`src/rtl/atr_pkg.sv`:
```
package atr_pkg;

   localparam logic [31:0] ATR_DEFAULT_WORD = 32'h55AA_0219;

   // synchronised pin levels
   typedef struct packed {
      logic pin_rst;
      logic sclk;
      logic wr_busy;
      logic pwr_ok;
   } atr_pins_t;

   // one-cycle control events from the trigger decoder
   typedef struct packed {
      logic kill;
      logic launch;
      logic stop;
      logic adv;
   } atr_evt_t;

endpackage

```
`src/rtl/atr_sync.sv`:
```
module atr_sync #(
   parameter int W      = 4,
   parameter int STAGES = 2
) (
   input  logic         clk,
   input  logic         rst_n,
   input  logic [W-1:0] d_i,
   output logic [W-1:0] d_o
);

   generate
      if (W < 1) begin : g_bad_w
         $error("atr_sync: W must be at least 1");
      end
      if (STAGES < 0 || STAGES > 4) begin : g_bad_st
         $error("atr_sync: STAGES must lie in 0..4");
      end

      if (STAGES == 0) begin : g_bypass
         assign d_o = d_i;
      end else begin : g_chain
         logic [STAGES-1:0][W-1:0] stg;
         always_ff @(posedge clk or negedge rst_n) begin
            if (!rst_n) begin
               stg <= '0;
            end else begin
               stg[0] <= d_i;
               for (int i = 1; i < STAGES; i++) stg[i] <= stg[i-1];
            end
         end
         assign d_o = stg[STAGES-1];
      end
   endgenerate

endmodule

```
`src/rtl/atr_trigger.sv`:
```
module atr_trigger
   import atr_pkg::*;
(
   input  logic      clk,
   input  logic      rst_n,
   input  atr_pins_t pins,
   output atr_evt_t  evt
);

   logic prev_rst, prev_clk, armed;
   logic clk_rise, clk_fall, rst_fall, go_ok;

   assign clk_rise = pins.sclk & ~prev_clk;
   assign clk_fall = ~pins.sclk & prev_clk;
   assign rst_fall = ~pins.pin_rst & prev_rst;
   assign go_ok    = armed & ~pins.wr_busy;

   always_ff @(posedge clk or negedge rst_n) begin
      if (!rst_n) begin
         prev_rst <= 1'b0;
         prev_clk <= 1'b0;
      end else begin
         prev_rst <= pins.pin_rst;
         prev_clk <= pins.sclk;
      end
   end

   // a clock rising edge seen inside the reset pulse
   always_ff @(posedge clk or negedge rst_n) begin
      if (!rst_n)                        armed <= 1'b0;
      else if (!pins.pwr_ok || rst_fall) armed <= 1'b0;
      else if (pins.pin_rst && clk_rise) armed <= 1'b1;
   end

   always_comb begin
      evt.kill   = ~pins.pwr_ok;
      evt.launch = pins.pwr_ok & rst_fall & go_ok;
      evt.stop   = pins.pwr_ok & rst_fall & ~go_ok;
      evt.adv    = pins.pwr_ok & clk_fall & ~pins.pin_rst & ~prev_rst;
   end

   // a pulse that ends without an armed, idle trigger never launches
   p_stop_excl_r7: assert property (@(posedge clk) disable iff (!rst_n)
      (rst_fall && !armed) |-> !evt.launch);

endmodule

```
`src/rtl/atr_bit_seq.sv`:
```
module atr_bit_seq
   import atr_pkg::*;
#(
   parameter int          RESP_BITS = 32,
   parameter logic [31:0] RESP_WORD = ATR_DEFAULT_WORD,
   parameter bit          LSB_FIRST = 1'b1
) (
   input  logic     clk,
   input  logic     rst_n,
   input  atr_evt_t evt,
   output logic     active,
   output logic     bit_o
);

   localparam int             IDX_W = $clog2(RESP_BITS);
   localparam logic [IDX_W-1:0] LAST = IDX_W'(RESP_BITS - 1);

   logic [IDX_W-1:0] idx, sel;

   generate
      if (RESP_BITS < 8 || RESP_BITS > 32 || (RESP_BITS % 8) != 0) begin : g_bad
         $error("atr_bit_seq: RESP_BITS must be 8, 16, 24 or 32");
      end
      if (LSB_FIRST) begin : g_lsb
         assign sel = idx;
      end else begin : g_msb
         assign sel = idx ^ IDX_W'(7);
      end
   endgenerate

   always_ff @(posedge clk or negedge rst_n) begin
      if (!rst_n) begin
         active <= 1'b0;
         idx    <= '0;
      end else if (evt.kill || evt.stop) begin
         active <= 1'b0;
         idx    <= '0;
      end else if (evt.launch) begin
         active <= 1'b1;
         idx    <= '0;
      end else if (evt.adv && active) begin
         if (idx == LAST) begin
            active <= 1'b0;
            idx    <= '0;
         end else begin
            idx <= idx + 1'b1;
         end
      end
   end

   assign bit_o = RESP_WORD[sel];

   // launch always lands on bit 0
   p_launch_zero_r2: assert property (@(posedge clk) disable iff (!rst_n)
      (evt.launch && !evt.kill) |=> (active && idx == '0));

   // without an event the bit position is held
   p_hold_r3: assert property (@(posedge clk) disable iff (!rst_n)
      (active && !evt.adv && !evt.launch && !evt.stop && !evt.kill) |=> $stable(idx));

   // the edge after the final bit ends the response
   p_finish_r4: assert property (@(posedge clk) disable iff (!rst_n)
      (active && idx == LAST && evt.adv && !evt.launch && !evt.stop && !evt.kill)
      |=> !active);

endmodule

```
`src/rtl/atr_serializer.sv`:
```
module atr_serializer
   import atr_pkg::*;
#(
   parameter int          RESP_BITS   = 32,
   parameter logic [31:0] RESP_WORD   = ATR_DEFAULT_WORD,
   parameter bit          LSB_FIRST   = 1'b1,
   parameter int          SYNC_STAGES = 2
) (
   input  logic clk,
   input  logic rst_n,
   input  logic atr_trig_i,
   input  logic ser_clk_i,
   input  logic nvw_busy_i,
   input  logic pwr_ok_i,
   output logic sdo_o,
   output logic sdo_oe_o
);

   localparam int PIN_W = $bits(atr_pins_t);

   logic [PIN_W-1:0] raw_pins, sync_pins;
   atr_pins_t        pins;
   atr_evt_t         evt;
   logic             active, cur_bit;

   assign raw_pins = {atr_trig_i, ser_clk_i, nvw_busy_i, pwr_ok_i};

   atr_sync #(.W(PIN_W), .STAGES(SYNC_STAGES)) u_sync (
      .clk   (clk),
      .rst_n (rst_n),
      .d_i   (raw_pins),
      .d_o   (sync_pins)
   );

   assign pins = atr_pins_t'(sync_pins);

   atr_trigger u_trig (
      .clk   (clk),
      .rst_n (rst_n),
      .pins  (pins),
      .evt   (evt)
   );

   atr_bit_seq #(
      .RESP_BITS (RESP_BITS),
      .RESP_WORD (RESP_WORD),
      .LSB_FIRST (LSB_FIRST)
   ) u_seq (
      .clk    (clk),
      .rst_n  (rst_n),
      .evt    (evt),
      .active (active),
      .bit_o  (cur_bit)
   );

   assign sdo_oe_o = active;
   assign sdo_o    = active ? cur_bit : 1'b1;

   // a released line always reads high
   p_release_r1: assert property (@(posedge clk) disable iff (!rst_n)
      !sdo_oe_o |-> sdo_o);

   // a response never begins while the write cycle is busy
   p_busy_block_r5: assert property (@(posedge clk) disable iff (!rst_n)
      $rose(sdo_oe_o) |-> $past(!pins.wr_busy));

   // power-good low forces standby on the next edge
   p_pwr_abort_r8: assert property (@(posedge clk) disable iff (!rst_n)
      !pins.pwr_ok |=> !sdo_oe_o);

endmodule

```
`config.mk`:
```
export PLATFORM = sky130hd
export DESIGN_NAME = atr_serializer
export DESIGN_NICKNAME = d
export VERILOG_FILES = /design/src/rtl/atr_pkg.sv /design/src/rtl/atr_sync.sv /design/src/rtl/atr_trigger.sv /design/src/rtl/atr_bit_seq.sv /design/src/rtl/atr_serializer.sv
export SDC_FILE = /design/constraint.sdc
export NUM_CORES = 1
export LEC_CHECK = 0
export BUFFER_PORTS_ARGS = -buffer_cell sky130_fd_sc_hd__buf_2
export CORE_MARGIN = 4
export CORE_UTILIZATION = 40
export CTS_CLUSTER_DIAMETER = 30
export DETAILED_ROUTE_END_ITERATION = 6
export PLACE_DENSITY = 0.69
export SLEW_MARGIN = 10
export SYNTH_ARGS = -nofsm -noshare
export SYNTH_HDL_FRONTEND = slang
export SYNTH_SLANG_ARGS = --single-unit
```
`constraint.sdc`:
```
create_clock -name clk -period 1.66 [get_ports clk]
set_input_delay 0.083 -clock clk [delete_from_list [all_inputs] [get_ports clk]]
set_output_delay 0.083 -clock clk [all_outputs]
set_load 0.01 [all_outputs]
```
## Yosys cells after proc, flatten, opt, wreduce, memory -nomap -nowiden

Memories as Yosys holds them, arrays and structs flattened.
Index checks and enable logic that the tools add are counted.

| storage, ports and cells | value |
|---|---|
| output and inout port bits | 2 |
| latch bits | 0 |
| input port bits | 6 |
| memories kept | 1 |
| logic and storage cells | 49 |
| ROM bits | 32 |
| memory bits (writable) | 0 |
| flip-flop bits (word level) | 17 |

| operators by class | value |
|---|---|
| reduce and logical (&&, ||, !) cells | 9 |
| equal/unequal tests | 1 |
| $add $sub $neg | 1 |
| muxes and demuxes | 12 |
| bitwise gates (word level) | 17 |
| multiply operators | 0 |
| div/mod/pow operators | 0 |
| magnitude comparators | 1 |
| shifts and indexed selects | 0 |

Memories:

| name | words | bits a word | rd ports | clocked after memory_dff | write ports | RTL line | text |
|---|---|---|---|---|---|---|---|
| (name not given) | 32 | 1 | 1 | 0 | 0 | atr_bit_seq.sv:51 | `assign bit_o = RESP_WORD[sel];` |

Operator list:

| kind | number |
|---|---|
| $mux 5 | 4 |
| $and 1x1->1 | 10 |
| $mux 1 | 8 |
| $not 1->1 | 7 |
| $lt 5x6->1 const B | 1 |
| $reduce_bool 3->1 | 2 |
| $add 5x1->5 const B | 1 |
| $eq 5x5->1 const B | 1 |
| $logic_and 1x1->1 | 2 |
| $logic_or 1x1->1 | 2 |
| $reduce_and 2->1 | 1 |
| $reduce_bool 2->1 | 1 |
| $logic_not 1->1 | 1 |

## Longest topological paths before layout

| logic depth | value |
|---|---|
| depth after elaboration | 9 |
| gate-level depth with buffers | 6 |
| mapped depth without buffers | 6 |

## Cells and area by module

Synthesis repeated with hierarchy kept, for this count alone.

| second synthesis, totals | value |
|---|---|
| cell total of the unflattened synthesis | 71 |
| area, all modules | 784.5 um^2 |

By module, submodules not included:

| module | times used | area each (um^2) | sequential area each (um^2) | cells an instance |
|---|---|---|---|---|
| atr_bit_seq | 1 | 397.9 | 150.1 | 44 |
| atr_sync | 1 | 230.2 | 200.2 | 12 |
| atr_trigger | 1 | 150.1 | 75.1 | 14 |
| atr_serializer | 1 | 6.3 | 0.0 | 1 |

## Least setup slack after synthesis

No wires, ideal clock.

| timing path | value |
|---|---|
| path type | register to register |
| start | register u_seq.idx[0] |
| end | register u_seq.idx[3] |
| data required time | 1.538 ns |
| slack | 0.096 ns |
| setup time | 0.122 ns |
| arrival | 1.442 ns |
| clock period less this slack | 1.564 ns |
| buffers on the path | 0 |
| stages on the path, launching flop included | 7 |
| path through | dfrtp_1 ha_1 and3_1 ha_1 inv_1 a211o_1 a32o_1 |

| on the way | value |
|---|---|
| cells in the longest elaborated chain, start to end | 5 |
| elaborated cells on any way between the ends | 6 |
| those cells by class | 1 x add/sub; 1 x eq/ne; 4 x mux |

Ends and longest elaborated chain:

| what | RTL line | text |
|---|---|---|
| start: declaration | atr_bit_seq.sv:18 | `logic [IDX_W-1:0] idx, sel;` |
| start signal: assignment | atr_bit_seq.sv:46 | `idx <= idx + 1'b1;` |
| $add 5x1->5 / $eq 5x5->1 (equally long branches) | atr_bit_seq.sv:46, atr_bit_seq.sv:42 |  |
| $mux 5 * | atr_bit_seq.sv:42 | `if (idx == LAST) begin` |
| $mux 5 * | atr_bit_seq.sv:41 | `end else if (evt.adv && active) begin` |
| $mux 5 * | atr_bit_seq.sv:38 | `end else if (evt.launch) begin` |
| $mux 5 * | atr_bit_seq.sv:35 | `end else if (evt.kill \|\| evt.stop) begin` |

Mark *: on every way between the ends. The rest lies on a longest branch, timed or not. The select of a mux whose other input is x is not followed.
A chain may end at the register's enable or synchronous reset.

## Worst setup path in the final report

| timing path | value |
|---|---|
| start | register u_seq.idx[0] |
| end | output port sdo_o |

| on the way | value |
|---|---|
| cells in the longest elaborated chain, start to end | 3 |

Ends and longest elaborated chain:

| what | RTL line | text |
|---|---|---|
| $mem_v2 32x1 | n/a |  |
| $mux 1 (not written as such) | atr_bit_seq.sv:51 |  |
| $mux 1 | atr_serializer.sv:57 | `assign sdo_o = active ? cur_bit : 1'b1;` |
| end: declaration | atr_serializer.sv:15 | `output logic sdo_o,` |

Every way passes these cells. The select of a mux whose other input is x is not followed.

==> flow_metrics.tcl <==
set metrics [dict create \
    synth_cell_type_count 22 \
    insertedDiodeCount 0 \
    dr.pass1.iters 4 \
    rsz_0062_raised_after_global_routing "true" \
    grt_util_all_layers 0.1273 \
    placementRows 15 \
    synth_enable_flop_cells 0 \
    regToRegSetupSlack_ns -0.02 \
    yosysTopAreaCellShare 0.5648 \
    power_density_nw_per_um2 674.1 \
    fmax_ghz 0.5717 \
    drt_first_iter_violations 13 \
    cap_violations 0 \
    synth_async_sr_flop_share 1.000 \
    cts_tree "built" \
    top_level_ports 8 \
    crit_path_start_kind "register" \
    cts-buffers-inserted 3 \
    synth.largest_area_cell "dfrtp_1" \
    initial_utilization 0.4270 \
    gp_routability_congestion 0.9066 \
    fp.coreArea_um2 1764 \
    avgSynthCellArea_um2 11.77 \
    place_ws_ns 0.04926 \
    via_count_of_the_first_global_routing_pass 604 \
    fillers 153 \
    final_cell_area_um2 1020 \
    post_drt_wl_per_cell_um 13.65 \
    die-area_um2 2641 \
    fin_nets 99 \
    root_buffer "clkbuf_4" \
    total_wire_length_after_detailed_routing_um 1543 \
    data_required_time_at_the_worst_endpoint_ns 1.58 \
    hold_viol_final 0 \
    dp_hpwl_um 970.5 \
    cts.path.max_buffers 2 \
    fin_ws_ns -0.08906 \
    synth_cells 64 \
    largest_net_degree_at_the_start_of_global_routing 18 \
    antenna_violations_before_repair 0 \
    synthTopCellsByCount "dfrtp_1 (17), nor2b_1 (6), ha_1 (4), inv_1 (4), nand3_1 (4)" \
    most_frequent_cell_after_synthesis "dfrtp_1" \
    yosysWarningCount 0 \
    worst_setup_path_class "reg -> out" \
    setup_viol 2 \
    violations "negative setup slack" \
    timing.critical_path.arrival_ns 1.67 \
    status "finished with violations" \
    ys_dominant_reg_cell "dfrtp_1" \
    final_cells 113 \
    timing.slew.headroom 0.7640 \
    crit_fanout 2 \
    crit_path_end_kind "primary output" \
    final.min_clock_period_ns 1.749 \
    cts_htree_levels 1 \
    finalPower_mw 0.6874 \
    synth_fp_nets 74 \
    hp-class "in -> async" \
    clk_transition_reported_paths_ns 0.09 \
    drive_above_1_share 0.3295 \
    grt_pass1_wl_um 2490 \
    ir_drop_v 0.0006180 \
    utilization 0.5780 \
    clock_sinks 17 \
    netlist_top_cells_area "dfrtp_1 (56%), ha_1 (6.6%), nor2b_1 (5.0%), nand4bb_4 (3.7%), a32o_1 (2.7%)" \
    leakagePower_nw 0.4407 \
    synth-seq-cells 17 \
    tns_ns -0.1074 \
    die_y_um 51.40 \
    placed_area_um2 834.6 \
    worstSkewPairLatency_ns 0.28 \
    final_max_slew_viol_count 0 \
    antenna_violating_nets_post_route 0 \
    drt-vias-per-instance 5.080 \
    worst_clock_skew_ns 0.0008114 \
    layout-area-overhead-vs-synth_pct 35.38 \
    place.port_buffers 7 \
    finalHoldWorstSlack_ns 0.2202 \
    worst-slew-pin-transition_ns 0.3539 \
    grt.overflow.total 0 \
    die_width_um 51.40 \
    mappedNetlistArea_um2 753.2 \
    drcViolationCount 0 \
    yosysSeqAreaShare 0.5648 \
    via_count 574 \
    dpl.cell_count 98 \
    period_utilization_post_route 1.054 \
]
## final timing paths
| check | end | from | cells past startpoint |
|---|---|---|---|
| max | sdo_o | u_seq.idx[0]$_DFFE_PN0P_ | 6 |
| max reg2reg | u_seq.idx[3]$_DFFE_PN0P_ | u_seq.idx[0]$_DFFE_PN0P_ | 8 |
| max in group asynchronous | u_sync.d_o[2]$_DFF_PN0_ | rst_n | 2 |
| min reg2reg | u_sync.d_o[0]$_DFF_PN0_ | u_sync.g_chain.stg[0]$_DFF_PN0_ | 0 |
| min | u_sync.d_o[1]$_DFF_PN0_ | rst_n | 2 |
| min in group clk | u_sync.d_o[0]$_DFF_PN0_ | u_sync.g_chain.stg[0]$_DFF_PN0_ | 0 |
## sequential cells by signal, summed over array words and instances (netlist names)
register            cells
u_trig.armed            1
u_sync.g_chain.stg      4
u_seq.idx               5
u_seq.active            1
u_trig.prev_rst         1
u_trig.prev_clk         1
u_sync.d_o              4
## worst max-delay path, cell delays in order, from the launching register on
cell     delay, ns
dfrtp_1       0.41
inv_2         0.10
ha_4          0.21
nor2b_1       0.12
o311a_1       0.27
a31oi_1       0.13
buf_2         0.15
## kinds of logic (layout without fill, tap and decap cells)
kind of cell	after synthesis	after routing	share of synthesized area
AND/OR/NAND/NOR	25	25	0.2209
AO/OA/AOI/OAI	14	14	0.1279
flip-flops	17	17	0.5648
adder cells (fa/ha/maj)	4	4	0.06645
buffers and inverters	4	28	0.01993
## per-layer routing
layer / routed length (µm) / global-route usage / up-vias
met1: 668 / 0.1500 / 278
met4: 9 / 0.06987 / 0
met5: 0 / 0 / -
met3: 48 / 0.01749 / 2
li1: - / - / 281
met2: 816 / 0.2203 / 13
## cells in the final DEF (no fill, tap or decap), drive strengths merged, types with 3 or more instances in the layout
cell	netlist	layout
nor2	3	3
nor2b	6	6
o21ai	3	3
dlygate4sd3	0	5
nand3	4	4
buf	0	15
a21oi	3	3
inv	4	4
ha	4	4
clkbuf	0	3
dfrtp	17	17
## timing repair
action                                 CTS  global route
endpoints found under the hold margin   21             0
cloned                                   0             0
setup buffers                            4             4
hold buffers                             5             0
pin swaps                                1             3
setup endpoints to repair                1             5
resized for setup                        9             7
## layout make-up
cell class / instances / area (µm²) / share of cell area
clock buffers: 3 / 22.52 / 0.02209
flip-flops and latches: 17 / 425.4 / 0.4172
inverters: 4 / 15.01 / 0.01472
multi-input cells: 43 / 367.9 / 0.3607
clock inverters: 1 / 5.005 / 0.004908
repair buffers: 20 / 152.6 / 0.1497
well taps: 25 / 31.28 / 0.03067
## power by group
group          switching [mW]  total, mW  internal [mW]
clock                   0.125      0.214         0.0895
sequential            0.00950      0.437          0.427
combinational          0.0170     0.0367         0.0196
No activity file was read; power rests on OpenSTA's default activity.
